==> config.mk <==
export PLATFORM = sky130hd
export DESIGN_NAME = mdio_cmd_engine
export DESIGN_NICKNAME = d
export VERILOG_FILES = /design/src/rtl/mdio_pkg.sv /design/src/rtl/mdio_mdc_gen.sv /design/src/rtl/mdio_frame_seq.sv /design/src/rtl/mdio_cmd_reg.sv /design/src/rtl/mdio_cmd_engine.sv
export SDC_FILE = /design/constraint.sdc
export NUM_CORES = 1
export LEC_CHECK = 0
export BUFFER_PORTS_ARGS = -buffer_cell sky130_fd_sc_hd__buf_2
export CAP_MARGIN = 20
export CORE_ASPECT_RATIO = 1.1
export CORE_MARGIN = 3
export CORE_UTILIZATION = 55
export DETAILED_ROUTE_END_ITERATION = 8
export MAX_ROUTING_LAYER = met4
export PLACE_DENSITY = 0.78
export SYNTH_ARGS = -nofsm -noshare
export SYNTH_HDL_FRONTEND = slang
export SYNTH_SLANG_ARGS = --single-unit
==> constraint.sdc <==
create_clock -name clk -period 2.4 [get_ports clk]
set_input_delay 0.36 -clock clk [delete_from_list [all_inputs] [get_ports clk]]
set_output_delay 0.36 -clock clk [all_outputs]
set_load 0.01 [all_outputs]
==> src/rtl/mdio_pkg.sv <==
package mdio_pkg;

  localparam int PHY_W      = 5;
  localparam int REG_W      = 5;
  localparam int DATA_W     = 16;
  localparam int PRE_BITS   = 32;
  localparam int FRAME_BITS = PRE_BITS + 2 + 2 + PHY_W + REG_W + 2 + DATA_W;
  localparam int TA_IDX     = PRE_BITS + 4 + PHY_W + REG_W;
  localparam int DATA_IDX   = TA_IDX + 2;
  localparam int TAIL_IDX   = FRAME_BITS;
  localparam int IDX_W      = $clog2(FRAME_BITS + 1);

  // field positions inside the 32-bit command word
  localparam int REQ_BIT = 31;
  localparam int RD_BIT  = 30;
  localparam int PHY_LSB = 21;
  localparam int REG_LSB = 16;

  typedef struct packed {
    logic              rd;
    logic [PHY_W-1:0]  phy;
    logic [REG_W-1:0]  regn;
    logic [DATA_W-1:0] data;
  } mdio_cmd_t;

  function automatic logic [FRAME_BITS-1:0] build_frame(input mdio_cmd_t c);
    logic [1:0]        op;
    logic [1:0]        ta;
    logic [DATA_W-1:0] dat;
    op  = c.rd ? 2'b10 : 2'b01;
    ta  = c.rd ? 2'b11 : 2'b10;
    dat = c.rd ? {DATA_W{1'b0}} : c.data;
    return {{PRE_BITS{1'b1}}, 2'b01, op, c.phy, c.regn, ta, dat};
  endfunction

endpackage

==> src/rtl/mdio_mdc_gen.sv <==
module mdio_mdc_gen #(
  parameter int HALF_DIV = 50
) (
  input  logic clk,
  input  logic rst_n,
  input  logic run_i,
  output logic mdc_o,
  output logic rise_o,
  output logic fall_o
);

  localparam int CW = (HALF_DIV > 2) ? $clog2(HALF_DIV) : 1;
  localparam logic [CW-1:0] LAST = CW'(HALF_DIV - 1);

  logic [CW-1:0] cnt_q, cnt_d;
  logic          mdc_q, mdc_d;
  logic          wrap;

  assign wrap = run_i && (cnt_q == LAST);

  always_comb begin
    cnt_d = cnt_q;
    mdc_d = mdc_q;
    if (!run_i) begin
      cnt_d = '0;
      mdc_d = 1'b0;
    end else if (wrap) begin
      cnt_d = '0;
      mdc_d = ~mdc_q;
    end else begin
      cnt_d = cnt_q + 1'b1;
    end
  end

  always_ff @(posedge clk or negedge rst_n) begin
    if (!rst_n) begin
      cnt_q <= '0;
      mdc_q <= 1'b0;
    end else begin
      cnt_q <= cnt_d;
      mdc_q <= mdc_d;
    end
  end

  assign mdc_o  = mdc_q;
  assign rise_o = wrap & ~mdc_q;
  assign fall_o = wrap &  mdc_q;


  mdc_strobe_excl_chk: assert property (@(posedge clk) disable iff (!rst_n)
    $onehot0({rise_o, fall_o}));


  mdc_idle_low_chk: assert property (@(posedge clk) disable iff (!rst_n)
    !run_i |=> !mdc_q);

endmodule

==> src/rtl/mdio_frame_seq.sv <==
module mdio_frame_seq
  import mdio_pkg::*;
(
  input  logic              clk,
  input  logic              rst_n,
  input  logic              start_i,
  input  mdio_cmd_t         cmd_i,
  input  logic              rise_i,
  input  logic              fall_i,
  input  logic              mdio_i,
  output logic              busy_o,
  output logic              done_o,
  output logic [DATA_W-1:0] cap_o,
  output logic              mdio_o,
  output logic              mdio_oe_o
);

  localparam logic [IDX_W-1:0] TA_POS   = IDX_W'(TA_IDX);
  localparam logic [IDX_W-1:0] DATA_POS = IDX_W'(DATA_IDX);
  localparam logic [IDX_W-1:0] TAIL_POS = IDX_W'(TAIL_IDX);

  logic                  busy_q, busy_d;
  logic                  rd_q, rd_d;
  logic [IDX_W-1:0]      idx_q, idx_d;
  logic [FRAME_BITS-1:0] frame_q, frame_d;
  logic [DATA_W-1:0]     cap_q, cap_d;
  logic                  done_d;
  logic                  in_data;

  assign in_data = (idx_q >= DATA_POS) && (idx_q < TAIL_POS);

  always_comb begin
    busy_d  = busy_q;
    rd_d    = rd_q;
    idx_d   = idx_q;
    frame_d = frame_q;
    cap_d   = cap_q;
    done_d  = 1'b0;
    if (!busy_q) begin
      if (start_i) begin
        busy_d  = 1'b1;
        rd_d    = cmd_i.rd;
        idx_d   = '0;
        frame_d = build_frame(cmd_i);
      end
    end else begin
      if (rise_i && rd_q && in_data) begin
        cap_d = {cap_q[DATA_W-2:0], mdio_i};
      end
      if (fall_i) begin
        if (idx_q == TAIL_POS) begin
          busy_d = 1'b0;
          idx_d  = '0;
          done_d = 1'b1;
        end else begin
          idx_d   = idx_q + 1'b1;
          frame_d = {frame_q[FRAME_BITS-2:0], 1'b0};
        end
      end
    end
  end

  always_ff @(posedge clk or negedge rst_n) begin
    if (!rst_n) begin
      busy_q  <= 1'b0;
      rd_q    <= 1'b0;
      idx_q   <= '0;
      frame_q <= '0;
      cap_q   <= '0;
    end else begin
      busy_q  <= busy_d;
      rd_q    <= rd_d;
      idx_q   <= idx_d;
      frame_q <= frame_d;
      cap_q   <= cap_d;
    end
  end

  assign busy_o    = busy_q;
  assign done_o    = done_d;
  assign cap_o     = cap_q;
  assign mdio_oe_o = busy_q && (idx_q < TAIL_POS) && !(rd_q && (idx_q >= TA_POS));
  assign mdio_o    = busy_q && frame_q[FRAME_BITS-1];


  busy_end_on_tail_chk: assert property (@(posedge clk) disable iff (!rst_n)
    $fell(busy_q) |-> ($past(fall_i) && ($past(idx_q) == TAIL_POS)));


  advance_on_fall_chk: assert property (@(posedge clk) disable iff (!rst_n)
    (busy_q && $past(busy_q) && !$stable(idx_q)) |-> $past(fall_i));


  capture_on_rise_chk: assert property (@(posedge clk) disable iff (!rst_n)
    !$stable(cap_q) |-> ($past(rise_i) && $past(rd_q)));

endmodule

==> src/rtl/mdio_cmd_reg.sv <==
module mdio_cmd_reg
  import mdio_pkg::*;
(
  input  logic              clk,
  input  logic              rst_n,
  input  logic              wr_i,
  input  logic [31:0]       wdata_i,
  input  logic              busy_i,
  input  logic              done_i,
  input  logic [DATA_W-1:0] cap_i,
  output logic              start_o,
  output mdio_cmd_t         req_o,
  output logic [31:0]       rdata_o
);

  mdio_cmd_t cmd_q, cmd_d;
  mdio_cmd_t req;

  assign req.rd   = wdata_i[RD_BIT];
  assign req.phy  = wdata_i[PHY_LSB +: PHY_W];
  assign req.regn = wdata_i[REG_LSB +: REG_W];
  assign req.data = wdata_i[DATA_W-1:0];

  assign start_o = wr_i && wdata_i[REQ_BIT] && !busy_i;
  assign req_o   = req;

  always_comb begin
    cmd_d = cmd_q;
    if (start_o) begin
      cmd_d = req;
    end else if (done_i && cmd_q.rd) begin
      cmd_d.data = cap_i;
    end
  end

  always_ff @(posedge clk or negedge rst_n) begin
    if (!rst_n) begin
      cmd_q <= '0;
    end else begin
      cmd_q <= cmd_d;
    end
  end

  assign rdata_o = {busy_i, cmd_q.rd, 4'b0000, cmd_q.phy, cmd_q.regn, cmd_q.data};


  busy_write_ignored_chk: assert property (@(posedge clk) disable iff (!rst_n)
    (busy_i && wr_i && !done_i) |=> $stable(cmd_q));


  idle_noreq_ignored_chk: assert property (@(posedge clk) disable iff (!rst_n)
    (!busy_i && wr_i && !wdata_i[REQ_BIT]) |=> ($stable(cmd_q) && !busy_i));

endmodule

==> src/rtl/mdio_cmd_engine.sv <==
module mdio_cmd_engine
  import mdio_pkg::*;
#(
  parameter int MDC_HALF_DIV = 50
) (
  input  logic        clk,
  input  logic        rst_n,
  input  logic        cmd_wr,
  input  logic [31:0] cmd_wdata,
  output logic [31:0] cmd_rdata,
  output logic        mdc,
  output logic        mdio_out,
  output logic        mdio_oe,
  input  logic        mdio_in
);

  logic              busy;
  logic              done;
  logic              start;
  logic              rise;
  logic              fall;
  logic [DATA_W-1:0] cap;
  mdio_cmd_t         req;

  mdio_cmd_reg u_reg (
    .clk     (clk),
    .rst_n   (rst_n),
    .wr_i    (cmd_wr),
    .wdata_i (cmd_wdata),
    .busy_i  (busy),
    .done_i  (done),
    .cap_i   (cap),
    .start_o (start),
    .req_o   (req),
    .rdata_o (cmd_rdata)
  );

  mdio_mdc_gen #(
    .HALF_DIV (MDC_HALF_DIV)
  ) u_mdc (
    .clk    (clk),
    .rst_n  (rst_n),
    .run_i  (busy),
    .mdc_o  (mdc),
    .rise_o (rise),
    .fall_o (fall)
  );

  mdio_frame_seq u_seq (
    .clk       (clk),
    .rst_n     (rst_n),
    .start_i   (start),
    .cmd_i     (req),
    .rise_i    (rise),
    .fall_i    (fall),
    .mdio_i    (mdio_in),
    .busy_o    (busy),
    .done_o    (done),
    .cap_o     (cap),
    .mdio_o    (mdio_out),
    .mdio_oe_o (mdio_oe)
  );


  idle_quiet_chk: assert property (@(posedge clk) disable iff (!rst_n)
    !cmd_rdata[REQ_BIT] |-> (!mdio_oe && !mdc));


  reserved_zero_chk: assert property (@(posedge clk) disable iff (!rst_n)
    cmd_rdata[29:26] == 4'b0000);

endmodule

==> Implementation_results.wiki <==
{| class="wikitable"
! Metric !! Value
|-
| Status || completed
|-
| Maximum operating frequency || 470 MHz
|-
| Maximum fanout encountered on the critical timing path || 75
|-
| Startpoint types || register
|-
| Pwr dens || 740 nW/um^2
|-
| Primary FF master, synth || dfrtp_1
|-
| Max Transition Viols Final || 0
|-
| Number of antenna violations at the first check in global routing || 0
|-
| Fin. Hold Viols || 0
|-
| CP Class || reg -> reg
|-
| Worst Hold Launch || cmd_wdata[18]
|-
| Count of flip-flops with a built-in enable after synthesis || 0
|-
| Post-CTS setup repair buffer count || 0
|-
| Largest vdd supply drop || 501 uV
|-
| Relative slew margins || 60.0%
|-
| Via count || 4146
|-
| Top cell family by delay on the critical path || simple AND/OR/NAND/NOR gates
|-
| Clk_skew || 0.0104 ns
|-
| Launch point of the worst reg-to-reg path || u_seq.idx_q[4]
|-
| CORE AREA || 9400 sq um
|-
| Transition time of the tightest slew-check pin || 0.591 ns
|-
| Max cap viols || 0
|-
| Die area || 10900 sq um
|-
| Fraction of final layout cells sized beyond drive strength 1 || 21.6%
|-
| Setup repair after global routing missed its margin || no
|-
| Multi-input logic area || 2050 sq um
|-
| Endpoints failing setup || 0
|-
| Critical path capture point type || register
|-
| Post-layout minimum cycle time || 2.13 ns
|-
| Global-route wire length before repair || 19400 um
|-
| Setup TNS after final layout || 0 ns
|-
| Arrival time worst endpoint || 2.52 ns
|-
| Mapped Cells || 545
|-
| CTS tree || done
|-
| Total of flip-flops plus latches after synthesis || 122
|-
| Area of the mapped netlist || 5330 sq um
|-
| Last weighted congestion value of the routability-driven placer || 0.859
|-
| Pin count of the biggest net entering global routing || 76
|-
| Number of buffers added by the clock tree synthesis step || 17
|-
| YS warnings || 0
|-
| Initial drt markers || 386
|-
| RR Endpoint || u_seq.idx_q[0]
|-
| Estimated wirelength of the detail-placed design || 7390 um
|-
| Number of unique standard cell types used by synthesis || 42
|-
| WHS Path Cells || 3
|-
| Final core utilization || 66.9%
|-
| Placement Rows || 37
|-
| Global route overflow || 0
|-
| Final Cycle Share || 88.7%
|-
| Storage element area || 3050 sq um
|-
| Die W || 99.8 um
|-
| Worst-skew pair later-pin latency || 0.51 ns
|-
| Flop-to-flop setup slack || 0.27 ns
|-
| Initial Util || 56.7%
|-
| DRT Pass-1 Iters || 5
|-
| Fraction of the yosys area taken by sequential cells || 57.3%
|-
| Total wire length || 11500 um
|-
| Count of buffers from port buffering || 62
|-
| Cells along the critical path || or4b_4 -> o211a_2 -> buf_4 -> mux2_2
|-
| Maximum clock insertion buffer count || 2
|-
| Share of flip-flops with an asynchronous set or reset || 100%
|-
| Post-synth top area share || 57.3%
|-
| Antenna-violating nets left || 0
|-
| Number of inserted diodes || 0
|-
| Number of gates resized after CTS || 0
|-
| Average wire per cell in the routed design || 15.7 um
|-
| Largest stage delay, worst path || 0.57 ns
|-
| H-tree level count || 4
|-
| Largest area contributor in the synthesized netlist || dfrtp_1
|-
| Floorplan die height || 109 um
|-
| Leading cell types by total area after synthesis || dfrtp_1, nand2_1, nand3_1
|-
| R2R depth || 4
|-
| Worst hold path type || in -> reg
|-
| Post-detailed-route via-to-cell ratio || 5.66
|-
| Mean instance size in the synthesized netlist || 9.78 sq um
|-
| Global-route usage over all layers || 23.3%
|-
| Clock slew seen by the registers of the worst setup and hold paths || 0.06 ns
|-
| Total power || 4650 uW
|-
| Via count of the first global-routing pass || 3972
|-
| # DRC || 0
|-
| Filler cell count in the final layout || 717
|-
| CP Data Required Time || 2.79 ns
|-
| Crit path max-delay cell type || or4b_4
|-
| Clk sinks || 122
|-
| Synth-to-layout area growth || 18.1%
|-
| Number of hold buffers added after cts || 1
|-
| Io pins || 71
|-
| P_leak || 0.00292 uW
|-
| Clock root buffer master || clkbuf_8
|-
| Worst hold endpoint || u_reg.rdata_o[18]
|-
| Crit path buf inv count || 1
|-
| Total number of nets in the final design || 642
|}
[cells in the final DEF, fill, tap and decap left out, types with 7 or more instances in the layout]
cell and instances:
nor3_1 30, nand2_1 92, dfrtp_1 122, inv_6 7, o21ai_0 42, nor2_1 48, nand3_1 46, clkbuf_16 16
buf_4 15, buf_2 61, a21oi_1 33, a22oi_1 17, mux2_2 17, mux2i_1 11
[logic make-up (layout without fill, tap and decap cells)]
| family | Yosys count | in the layout | synth area share, % |
|---|---|---|---|
| AO/OA/AOI/OAI | 103 | 103 | 11.1 |
| XOR/XNOR | 4 | 4 | 0.658 |
| adder cells (fa/ha/maj) | 4 | 4 | 0.939 |
| buffers and inverters | 49 | 116 | 4.42 |
| flip-flops | 122 | 122 | 57.3 |
| multiplexers | 28 | 28 | 5.66 |
| other | 1 | 4 | 0.0704 |
| AND/OR/NAND/NOR | 234 | 234 | 19.8 |
[Yosys cell counts, types with 5 or more instances]
| master | instances |
|---|---|
| inv_1 | 5 |
| buf_4 | 6 |
| buf_2 | 5 |
| a22oi_1 | 17 |
| a21oi_1 | 33 |
| mux2_2 | 17 |
| mux2i_1 | 11 |
| nand3_1 | 46 |
| nor3_1 | 30 |
| dfrtp_1 | 122 |
| o21ai_0 | 42 |
| clkbuf_1 | 28 |
| nand2_1 | 92 |
| nor2_1 | 48 |
[final cells by class]
cell class	count	share of cell area [%]
inverters	5	0.298
multi-input cells	377	32.6
repair buffers	79	7.44
well taps	117	2.33
clock buffers	18	6.64
clock inverters	14	2.13
flip-flops and latches	122	48.5
[registers in the layout, summed over array words and instances (netlist names)]
register and cells:
u_seq.frame_q 64, u_mdc.mdc_o 1, u_mdc.cnt_q 6, u_reg.rdata_o 27, u_seq.cap_o 16, u_seq.idx_q 7, u_seq.busy_o 1
[metal layers]
layer	vias up	track usage (%)	part of all wire, %
li1	1986	-	-
met5	-	-	0
met4	0	6.83	1.2
met3	10	6.78	6.2
met2	155	34.1	49
met1	1995	31.7	43
[metrics by stage]
stage          hold slack, ns  cell area, sq um  cells  setup slack [ns]
3_3_place_gp            0.315              5730    699             0.340
5_1_grt                0.0320              6290    732             0.124
2_1_floorplan          0.0644              5340    548             0.350
3_5_place_dp            0.325              5730    699             0.296
6_report               0.0578              6290    732             0.271
4_1_cts                0.0351              6290    732             0.289
[worst min-delay path, stage by stage]
cell	delay, ns
buf_2	0.09
nand2_1	0.04
nand2_1	0.04
[how the worst max path moves through the flow]
stage / start / end / slack, ns / cells after the start
after floorplan: u_mdc.cnt_q[1] / u_seq.cap_o[10] / 0.35 / 7
after global placement: u_seq.idx_q[4] / u_seq.idx_q[0] / 0.34 / 4
after detailed placement: u_seq.idx_q[4] / u_seq.idx_q[0] / 0.30 / 4
after CTS: u_seq.idx_q[4] / u_seq.idx_q[0] / 0.29 / 4
after global routing: u_mdc.cnt_q[1] / u_seq.idx_q[5] / 0.12 / 7
final: u_seq.idx_q[4] / u_seq.idx_q[0] / 0.27 / 4
[power by group]
group	switching [uW]	internal [uW]	total (uW)	leakage, uW
clock network	955	1390	2340	0.000256
logic	105	73.8	179	0.00122
registers	25.9	2100	2130	0.00144
total	1090	3570	4650	0.00292
Note: power is estimated with default switching activity, not from simulation.
